File: config.mk
export PLATFORM = sky130hd
export DESIGN_NAME = bus_seq_top
export DESIGN_NICKNAME = d
export VERILOG_FILES = /design/src/rtl/bus_seq_pkg.sv /design/src/rtl/bus_seq_ctrl.sv /design/src/rtl/bus_seq_decode.sv /design/src/rtl/bus_seq_drive.sv /design/src/rtl/bus_seq_capture.sv /design/src/rtl/bus_seq_top.sv
export SDC_FILE = /design/constraint.sdc
export NUM_CORES = 1
export LEC_CHECK = 0
export ABC_AREA = 1
export BUFFER_PORTS_ARGS = -buffer_cell sky130_fd_sc_hd__buf_4
export CAP_MARGIN = 20
export CORE_ASPECT_RATIO = 0.75
export CORE_MARGIN = 2
export CORE_UTILIZATION = 51
export DETAILED_ROUTE_END_ITERATION = 6
export GPL_ROUTABILITY_DRIVEN = 0
export PLACE_DENSITY = 0.95
export SLEW_MARGIN = 5
export SYNTH_ARGS = -nofsm -noshare
export SYNTH_HDL_FRONTEND = slang
export SYNTH_SLANG_ARGS = --single-unit
File: constraint.sdc
create_clock -name clk -period 3.6 [get_ports clk]
set_clock_uncertainty 0.15 [all_clocks]
set_input_delay 0.18 -clock clk [delete_from_list [all_inputs] [get_ports clk]]
set_output_delay 0.18 -clock clk [all_outputs]
set_load 0.01 [all_outputs]
File: src/rtl/bus_seq_pkg.sv
`timescale 1ns/1ps
package bus_seq_pkg;
    parameter int ADDR_W = 16;
    parameter int DATA_W = 8;
    parameter int SEL_W  = 4;
    parameter logic [SEL_W-1:0] WINDOW_CODE = 4'b0001;

    localparam int SEL_LO = ADDR_W - SEL_W;

    typedef enum logic [1:0] {
        PH_IDLE = 2'd0,
        PH_ADDR = 2'd1,
        PH_XFER = 2'd2
    } phase_e;

    typedef struct packed {
        logic [ADDR_W-1:0] addr;
        logic [DATA_W-1:0] wdata;
        logic              write;
    } bus_req_t;

    function automatic logic window_hit(input logic [ADDR_W-1:0] a,
                                        input logic [SEL_W-1:0] code);
        return a[ADDR_W-1:SEL_LO] == code;
    endfunction
endpackage

File: src/rtl/bus_seq_ctrl.sv
`timescale 1ns/1ps
module bus_seq_ctrl
    import bus_seq_pkg::*;
(
    input  logic     clk,
    input  logic     rst,
    input  logic     req_valid,
    input  bus_req_t req_in,
    output phase_e   phase,
    output phase_e   phase_nxt,
    output bus_req_t cur,
    output bus_req_t cur_nxt,
    output logic     busy,
    output logic     done
);
    logic done_nxt;

    always_comb begin
        phase_nxt = phase;
        cur_nxt   = cur;
        done_nxt  = 1'b0;
        case (phase)
            PH_IDLE: if (req_valid) begin
                phase_nxt = PH_ADDR;
                cur_nxt   = req_in;
            end
            PH_ADDR: phase_nxt = PH_XFER;
            PH_XFER: begin
                phase_nxt = PH_IDLE;
                done_nxt  = 1'b1;
            end
            default: phase_nxt = PH_IDLE;
        endcase
    end

    always_ff @(posedge clk) begin
        if (rst) begin
            phase <= PH_IDLE;
            cur   <= '0;
            done  <= 1'b0;
        end else begin
            phase <= phase_nxt;
            cur   <= cur_nxt;
            done  <= done_nxt;
        end
    end

    assign busy = (phase != PH_IDLE);


    busy_len_chk: assert property (@(posedge clk) disable iff (rst)
        busy && $past(busy) |=> !busy)
        else $error("busy lasted more than two periods");


    addr_hold_chk: assert property (@(posedge clk) disable iff (rst)
        busy |=> $stable(cur.addr))
        else $error("address changed during an access");


    done_pulse_chk: assert property (@(posedge clk) disable iff (rst)
        done |=> !done)
        else $error("done wider than one cycle");
endmodule

File: src/rtl/bus_seq_decode.sv
`timescale 1ns/1ps
module bus_seq_decode
    import bus_seq_pkg::*;
#(
    parameter logic [SEL_W-1:0] CODE = WINDOW_CODE
) (
    input  logic [ADDR_W-1:0] addr,
    output logic              hit
);
    assign hit = window_hit(addr, CODE);
endmodule

File: src/rtl/bus_seq_drive.sv
`timescale 1ns/1ps
module bus_seq_drive
    import bus_seq_pkg::*;
(
    input  logic              clk,
    input  logic              rst,
    input  phase_e            phase_nxt,
    input  bus_req_t          cur_nxt,
    input  logic              hit_nxt,
    output logic              rd_n,
    output logic              wr_n,
    output logic              cs_n,
    output logic              oe,
    output logic [DATA_W-1:0] dout
);
    logic xfer_nxt, active_nxt;
    assign xfer_nxt   = (phase_nxt == PH_XFER);
    assign active_nxt = (phase_nxt != PH_IDLE);

    always_ff @(posedge clk) begin
        if (rst) begin
            rd_n <= 1'b1;
            wr_n <= 1'b1;
            cs_n <= 1'b1;
            oe   <= 1'b0;
            dout <= '0;
        end else begin
            rd_n <= !(xfer_nxt && !cur_nxt.write);
            wr_n <= !(xfer_nxt && cur_nxt.write);
            oe   <= xfer_nxt && cur_nxt.write;
            cs_n <= !(active_nxt && hit_nxt);
            dout <= (xfer_nxt && cur_nxt.write) ? cur_nxt.wdata : '0;
        end
    end


    strobe_excl_chk: assert property (@(posedge clk) disable iff (rst)
        !(!rd_n && !wr_n))
        else $error("read and write strobes low together");


    oe_write_chk: assert property (@(posedge clk) disable iff (rst)
        oe |-> !wr_n && rd_n)
        else $error("data driven outside write period 2");
endmodule

File: src/rtl/bus_seq_capture.sv
`timescale 1ns/1ps
module bus_seq_capture
    import bus_seq_pkg::*;
(
    input  logic              clk,
    input  logic              rst,
    input  phase_e            phase,
    input  logic              is_write,
    input  logic [DATA_W-1:0] din,
    output logic [DATA_W-1:0] rdata
);
    always_ff @(negedge clk) begin
        if (rst)
            rdata <= '0;
        else if (phase == PH_XFER && !is_write)
            rdata <= din;
    end
endmodule

File: src/rtl/bus_seq_top.sv
`timescale 1ns/1ps
module bus_seq_top
    import bus_seq_pkg::*;
(
    input  logic              clk,
    input  logic              rst,
    input  logic              req_valid,
    input  logic [ADDR_W-1:0] req_addr,
    input  logic [DATA_W-1:0] req_wdata,
    input  logic              req_write,
    output logic              busy,
    output logic              done,
    output logic [DATA_W-1:0] rd_data,
    output logic [ADDR_W-1:0] bus_addr,
    input  logic [DATA_W-1:0] bus_din,
    output logic [DATA_W-1:0] bus_dout,
    output logic              bus_oe,
    output logic              bus_rd_n,
    output logic              bus_wr_n,
    output logic              bus_cs_n
);
    bus_req_t req_in, cur, cur_nxt;
    phase_e   phase, phase_nxt;
    logic     hit_nxt;

    assign req_in = '{addr: req_addr, wdata: req_wdata, write: req_write};

    bus_seq_ctrl u_ctrl (
        .clk(clk), .rst(rst), .req_valid(req_valid), .req_in(req_in),
        .phase(phase), .phase_nxt(phase_nxt), .cur(cur), .cur_nxt(cur_nxt),
        .busy(busy), .done(done)
    );

    bus_seq_decode #(.CODE(WINDOW_CODE)) u_dec (
        .addr(cur_nxt.addr), .hit(hit_nxt)
    );

    bus_seq_drive u_drv (
        .clk(clk), .rst(rst), .phase_nxt(phase_nxt), .cur_nxt(cur_nxt),
        .hit_nxt(hit_nxt), .rd_n(bus_rd_n), .wr_n(bus_wr_n),
        .cs_n(bus_cs_n), .oe(bus_oe), .dout(bus_dout)
    );

    bus_seq_capture u_cap (
        .clk(clk), .rst(rst), .phase(phase), .is_write(cur.write),
        .din(bus_din), .rdata(rd_data)
    );

    assign bus_addr = cur.addr;


    cs_window_chk: assert property (@(posedge clk) disable iff (rst)
        !bus_cs_n |-> busy && bus_addr[ADDR_W-1:SEL_LO] == WINDOW_CODE)
        else $error("select outside the window");


    rd_no_drive_chk: assert property (@(posedge clk) disable iff (rst)
        !bus_rd_n |-> !bus_oe && busy)
        else $error("read strobe with data drive or while idle");


    strobes_idle_chk: assert property (@(posedge clk) disable iff (rst)
        !busy |-> bus_rd_n && bus_wr_n)
        else $error("strobe low while idle");
endmodule

After elaboration in Yosys (flattened, before gate mapping) --
Cells that the tools add are included. Widths: inputs -> output; s select.
Word-level totals: bits in registers 48, bits of input ports 36, output and inout bits 38, word-level logic and storage cells 36
Cells by class: equal/unequal tests 4, multiplexer cells 5, bitwise logic cells 1, reduce and logical (&&, ||, !) cells 14
Operators by type and width (count):
- $mux 25 | 2
- $logic_not 1->1 | 5
- $eq 2x2->1 const B | 2
- $eq 4x1->1 const B | 1
- $logic_and 1x1->1 | 4
- $pmux 2 s2 | 1
- $reduce_bool 2->1 | 2
- $eq 2x1->1 const B | 1
- $logic_not 2->1 | 1
- $mux 2 | 1
- $reduce_and 2->1 | 1
- $reduce_or 2->1 | 1
- $mux 1 | 1
- $not 1->1 | 1

Longest topological paths before layout --
Gate-level depths: netlist of run 1.
word-level depth 6, mapped depth 6, mapped depth without buffers 6

Hierarchy --
From an unflattened synthesis of run 1, not the netlist that was laid out.
Second synthesis, totals: cells, all modules 321, area, all modules 2108.3 um^2
By module, submodules not included:
- bus_seq_ctrl | times used 1, cells an instance 223, area each 1361.3 um^2, seq. area each 560.5 um^2
- bus_seq_drive | times used 1, cells an instance 38, area each 365.4 um^2, seq. area each 240.2 um^2
- bus_seq_capture | times used 1, cells an instance 54, area each 359.1 um^2, seq. area each 160.2 um^2
- bus_seq_decode | times used 1, cells an instance 6, area each 22.5 um^2, seq. area each 0.0 um^2

==> results of run 1 <==
==> cells in the mapped netlist, types with 2 or more instances <==
master and count:
dfxtp_1 48, nor2_1 43, inv_1 29, o21ai_0 20
buf_4 16, nand2_1 12, a21oi_1 11, o21ai_2 9
nand3_1 7, nand2_2 6, buf_6 4, buf_2 2
clkbuf_1 2, nor3_1 2
==> repair_timing <==
item                                    in CTS  in global routing
resized for setup                            0                  0
hold endpoints to repair                    24                  0
setup buffers                                0                  0
endpoints found under the setup margin       0                  0
hold buffers                                18                  0
==> flip-flops by register name (all words and copies together) (netlist names) <==
register,flops
u_drv.cs_n,1
u_ctrl.phase,2
u_drv.wr_n,1
u_drv.rd_n,1
u_drv.dout,8
u_ctrl.cur,25
u_drv.oe,1
u_cap.rdata,8
u_ctrl.done,1
==> cell type report <==
class | instances | share of cell area [%]
flip-flops and latches | 48 | 38.02
repair buffers | 91 | 28.81
multi-input cells | 115 | 22.48
inverters | 29 | 4.307
clock buffers | 6 | 2.871
well taps | 40 | 1.980
clock inverters | 10 | 1.535
==> stage by stage <==
stage | hold WS (ns) | cell area [um2] | setup WS (ns)
3_5_place_dp | 0.2804 | 2240 | 0.5317
5_1_grt | 0.01058 | 2527 | 0.4776
4_1_cts | 0.004756 | 2527 | 0.5845
6_report | 0.005876 | 2527 | 0.5623
2_1_floorplan | 0.09907 | 1828 | 0.6743
3_3_place_gp | 0.2732 | 2240 | 0.5641
==> power breakdown <==
part / internal (uW) / leakage (uW) / switching, uW / total, uW
combinational: 91.9 / 0.000755 / 90.9 / 183
sequential: 562 / 0.000394 / 14.8 / 577
clock: 146 / 0.0000852 / 196 / 342
==> cell families after synthesis <==
| kind of cell | after synthesis | share of synthesized area, % |
|---|---|---|
| buf+inv | 55 | 16.36 |
| simple gates | 75 | 18.28 |
| compound gates | 40 | 12.80 |
| flops | 48 | 52.57 |
==> worst paths after layout <==
| path | startpoint | end | slack [ns] | cells after the start |
|---|---|---|---|---|
| worst min-delay path | req_addr[9] | u_ctrl.cur[18] | 0.006 | 3 |
| worst max-delay path | u_ctrl.phase[0] | u_cap.rdata[4] | 0.56 | 4 |
| worst min register to register | u_cap.rdata[6] | u_cap.rdata[6] | 0.29 | 2 |
| worst max register to register | u_ctrl.phase[0] | u_cap.rdata[4] | 0.56 | 4 |
==> layer usage <==
metal,share of wire [%],wire [um]
met5,0,0
met4,2.3,97
met3,5.5,230
met2,51,2121
met1,41,1725
==> layout by cell type, fill, tap and decap left out, drive strengths merged <==
| master | netlist | routed |
|---|---|---|
| a21oi | 11 | 11 |
| buf | 23 | 73 |
| clkbuf | 2 | 6 |
| clkinv | 0 | 2 |
| dfxtp | 48 | 48 |
| dlygate4sd3 | 0 | 18 |
| inv | 30 | 37 |
| nand2 | 19 | 19 |
| nand3 | 8 | 8 |
| nor2 | 45 | 45 |
| nor3 | 2 | 2 |
| o21ai | 29 | 29 |
| or2 | 1 | 1 |
==> worst max-delay path: stages (launching register included) <==
cell and delay (ns):
dfxtp_1 0.37, inv_1 0.10, nand3_2 0.22, o21ai_0 0.24
a21oi_1 0.07
==> summary.txt, run 1 <==
Global route
  – GRT busiest layer: met2
  – All-layer global routing usage: 21.30%
  – First-pass GRT wire length: 6644 um
  – GRT overflow: 0
  – Met1 Use GR: 22.78%
  – Largest net degree at the start of global routing: 37
  – Initial antenna violation count: 0
  – Met3 Use GR: 6.159%
  – GR Util met2: 38.10%
  – Vias in the first global route: 1555

Synth
  – Async SR Flop Fraction: 0%
  – Synthesized area: 1828 um2
  – Cell taking the most area after synthesis: dfxtp_1
  – Yosys reg bits: 48
  – Area contributors post-synth: dfxtp_1, nor2_1, buf_4
  – Cell count after synthesis: 218
  – Syn avg cell area: roughly 8.4 um2
  – Synthesized net count: 254
  – Netlist cell types: 21
  – Seq/Total Area, Yosys: 52.57%
  – Yosys top cell area share: a little over half
  – Main synth FF type: dfxtp_1
  – Syn. warnings: 0
  – Number of synthesized flops with an enable pin: 0

Drt
  – Vias per cell: around 4.7
  – WL/cell: roughly 12 um
  – Final ANT Viol Nets: 0
  – # DRC: 0
  – Initial DRT Pass Iterations: 4
  – Routed wire length: 4175 um
  – Vias: 1582
  – DRT iter0 DRCs: 57

Critical path
  – CP Capture Type: register
  – Crit path arrival time: 1.31 ns
  – CP Class: register to register
  – CP Max Fanout: 16
  – Startpoint Class: register
  – CP required: 1.87 ns

Floorplanning
  – Starting Density: 54.47%
  – Num rows: 18
  – IO Count: 74
  – Total core area: 3356 um2
  – Die area: 4084 um2
  – Die Wd: 73.13 um
  – Die Ht: 55.85 um

CTS
  – Later-pin clock latency in the skew report: 0.30 ns
  – CTS H-Tree Depth: 2
  – Root Driver: clkbuf_8
  – Deepest clock path buffer count: 2
  – Worst-path clk slew: 0.09 ns
  – CTS tree: yes
  – Sink Count: 48
  – CTS Buf Count: 5

Place
  – Detail Placement HPWL: 2691 um
  – Cells after DPL: 306
  – PortBufs: 73

Layout
  – Synth-to-Final Area Change: 38.26%
  – # nets final: about 330
  – Core Util, Final: between 70 and 80%
  – Number of diodes: 0
  – Multi-input gate area: 568.0 um2
  – Fillers: 224
  – Sequential cell area: 960.9 um2
  – Final Non-Filler Cells: 339
  – Share of layout cells above drive strength 1: approximately 33%

Run
  – Maxcap violations: 0

Power
  – Power Dens Cells: 435.8 nW/um2
  – Leakage power: 0.001233 uW
  – Maximum VDD drop: 0.3198 mV
  – Overall power: 1102 uW

STA
  – Final hold violation count: 0
  – Setup tns final: 0 ns
  – Worst-Margin Slew: 0.5453 ns
  – Slew HR: 63.65%
  – Final setup fails: 0
  – Slew Viols, Final: 0
  – RSZ-0062 raised after global routing: no

Status
  – Status: finished, final reports clean

Worst hold path
  – Path type of the worst min-delay path: primary input to register
(Power assumes the default switching activity.)
==> inputs of run 2 (changes only) <==
- CORE_UTILIZATION: 51 -> 42
- PLACE_DENSITY: 0.95 -> 0.85
- clock period: 3.6 -> 2.65 ns (I/O delays scaled with it)
==> run 2 against run 1 <==
Against the previous run:
- die area is 20% higher
- via count decreased by 0.44%
- design area grew 5.4%
- sequential cell count unchanged
- highest routed layer unchanged
- sequential power is 36% higher
- sequential share of layout area shrank 2.0 points
- setup slack got worse by 0.42 ns
- critical path type unchanged
- register-to-register slack worse by 0.42 ns
- count of clock-buffer cells in the layout shrank 1
- power is 49% higher
==> summary.txt, run 2 (synthesized netlist as in run 1, its figures left out) <==
CTS
  – CTS Buf Count: 5
  – Post-CTS setup buffers: 0
  – Worst-path clk slew: 0.09 ns
  – Deepest clock path buffer count: 2
  – CTS tree: yes
  – Later-pin clock latency in the skew report: about 0.30 ns
  – Sink Count: 48
  – CTS H-Tree Depth: 2
  – Root Driver: clkbuf_8

Critical path
  – Slowest stage cell, crit path: dfxtp_1
  – CP required: 1.40 ns
  – Worst path top cell family by delay: flip-flops
  – CP Capture Type: register
  – Crit path arrival time: 1.26 ns
  – CP peak stage delay: 0.48 ns
  – Worst Path Buf+Inv: 0
  – Startpoint Class: register
  – CP Class: register to register
  – CP Max Fanout: 16
  – Crit-path cells: nand3_4, o21ai_0, a21oi_1

Floorplanning
  – Die Wd: 80.18 um
  – Num rows: 20
  – Die area: about 4900 um2
  – Die Ht: 61.14 um
  – Total core area: 4104 um2
  – IO Count: 74
  – Starting Density: 44.54%

Drt
  – Initial DRT Pass Iterations: 4
  – # DRC: 0
  – Routed wire length: 4033 um
  – Vias: 1575
  – WL/cell: between 10 and 15 um
  – Final ANT Viol Nets: 0
  – DRT iter0 DRCs: 52
  – Vias per cell: roughly 4.4

Power
  – Internal: 1237 uW
  – Sw Share: about 24%
  – Logic pwr share: 15.7%
  – Flop pwr share: 47.8%
  – Power Dens Cells: 614.2 nW/um2
  – Maximum VDD drop: 0.3913 mV
  – Overall power: 1637 uW
  – Sw power: around 400 uW
  – Clock share of power: a little over a third
  – Leakage power: 0.001294 uW

STA
  – Setup tns final: 0 ns
  – Worst-Margin Slew: about 0.60 ns
  – RSZ-0062 raised after global routing: no
  – Final hold violation count: 0
  – Final setup fails: 0
  – Slew HR: 60.28%
  – Slew Viols, Final: 0
  – Worst Slack Setup Final: 0.1461 ns

Global route
  – Initial antenna violation count: 0
  – Largest net degree at the start of global routing: 37
  – Vias in the first global route: 1504
  – GRT overflow: 0
  – First-pass GRT wire length: 6327 um
  – All-layer global routing usage: 16.97%

Worst hold path
  – Path type of the worst min-delay path: primary input to register

Run
  – Maxcap violations: 0

Layout
  – Final Non-Filler Cells: 362
  – Regs by FF count: u_ctrl.cur: 25 flops, u_cap.rdata: 8 flops, u_drv.dout: 8 flops
  – Commonest cells after routing, fill and taps aside: buf_4, dfxtp_1, nor2_1, inv_1, dlygate4sd3_1
  – Number of diodes: 0
  – Post-Layout Inst Area: 2665 um2
  – Share of layout cells above drive strength 1: 33.88%
  – Synth-to-Final Area Change: 45.79%
  – Most common cell after layout, fill and taps aside: buf_4
  – Largest Register: u_ctrl.cur
  – # nets final: 342
  – Max FFs per register: 25

Status
  – Status: finished, final reports clean

Place
  – Placed Area: 2281 um2
  – PortBufs: 73
  – Dpl ws: 0.03964 ns
  – Cells after DPL: around 320
  – Detail Placement HPWL: 2730 um
-- run 2: cell types whose count changed in the layout (fill, tap and decap cells not counted), sizes merged --
cell	delta
clkinv	-2
dlygate4sd3	+5
inv	+1
bufinv	+2
clkbuf	-1
buf	+3
-- run 2: cell type report --
cell class / count / area [um2]
Clock buffer: 5 / 68.82
Clock inverter: 11 / 81.33
Fill cell: 353 / 1439
Inverter: 29 / 108.9
Multi-Input combinational cell: 115 / 575.6
Sequential cell: 48 / 960.9
Tap cell: 55 / 68.82
Timing Repair Buffer: 99 / 800.8
-- run 2: routing by layer --
layer	wire [um]	up-vias	share of wire (%)	track usage, %
met1	1661	692	41	18.64
li1	-	830	-	-
met4	54	0	1.3	5.811
met2	2044	48	51	32.02
met3	272	5	6.7	4.985
met5	0	-	0	0
-- run 2: per-stage QoR --
step | util [%] | hold WS (ns)
4_1_cts | 64.76 | 0.005592
5_1_grt | 64.94 | 0.01751
6_report | 64.94 | 0.01537
2_1_floorplan | - | 0.05157
3_5_place_dp | 55.58 | 0.2139
3_3_place_gp | 55.58 | 0.2187
-- run 2: worst paths after layout --
check / start / end / slack, ns / depth (start not counted)
worst max-delay path: u_ctrl.phase[1] / u_cap.rdata[3] / 0.15 / 3
worst min-delay path: req_valid / u_ctrl.cur[24] / 0.02 / 3
worst max register to register: u_ctrl.phase[1] / u_cap.rdata[3] / 0.15 / 3
worst min register to register: u_cap.rdata[5] / u_cap.rdata[5] / 0.29 / 2
-- run 2: power by group through the flow --
stage	clock network (uW)	logic, uW	registers [uW]
floorplan	21.0	152	799
global placement	21.0	224	796
detailed placement	21.0	229	798
CTS	609	258	782
global route	651	287	787
finish	597	257	783
-- run 2: worst register-to-register path, delay by kind of cell, from the launching register on --
kind	cells	cell delay, ns
compound gates	2	0.28
flops	1	0.48
simple gates	1	0.20
-- run 2: what timing repair did --
item	in CTS	in global routing
resized for setup	0	1
hold buffers	23	0
setup endpoints to repair	0	5
hold endpoints to repair	32	0
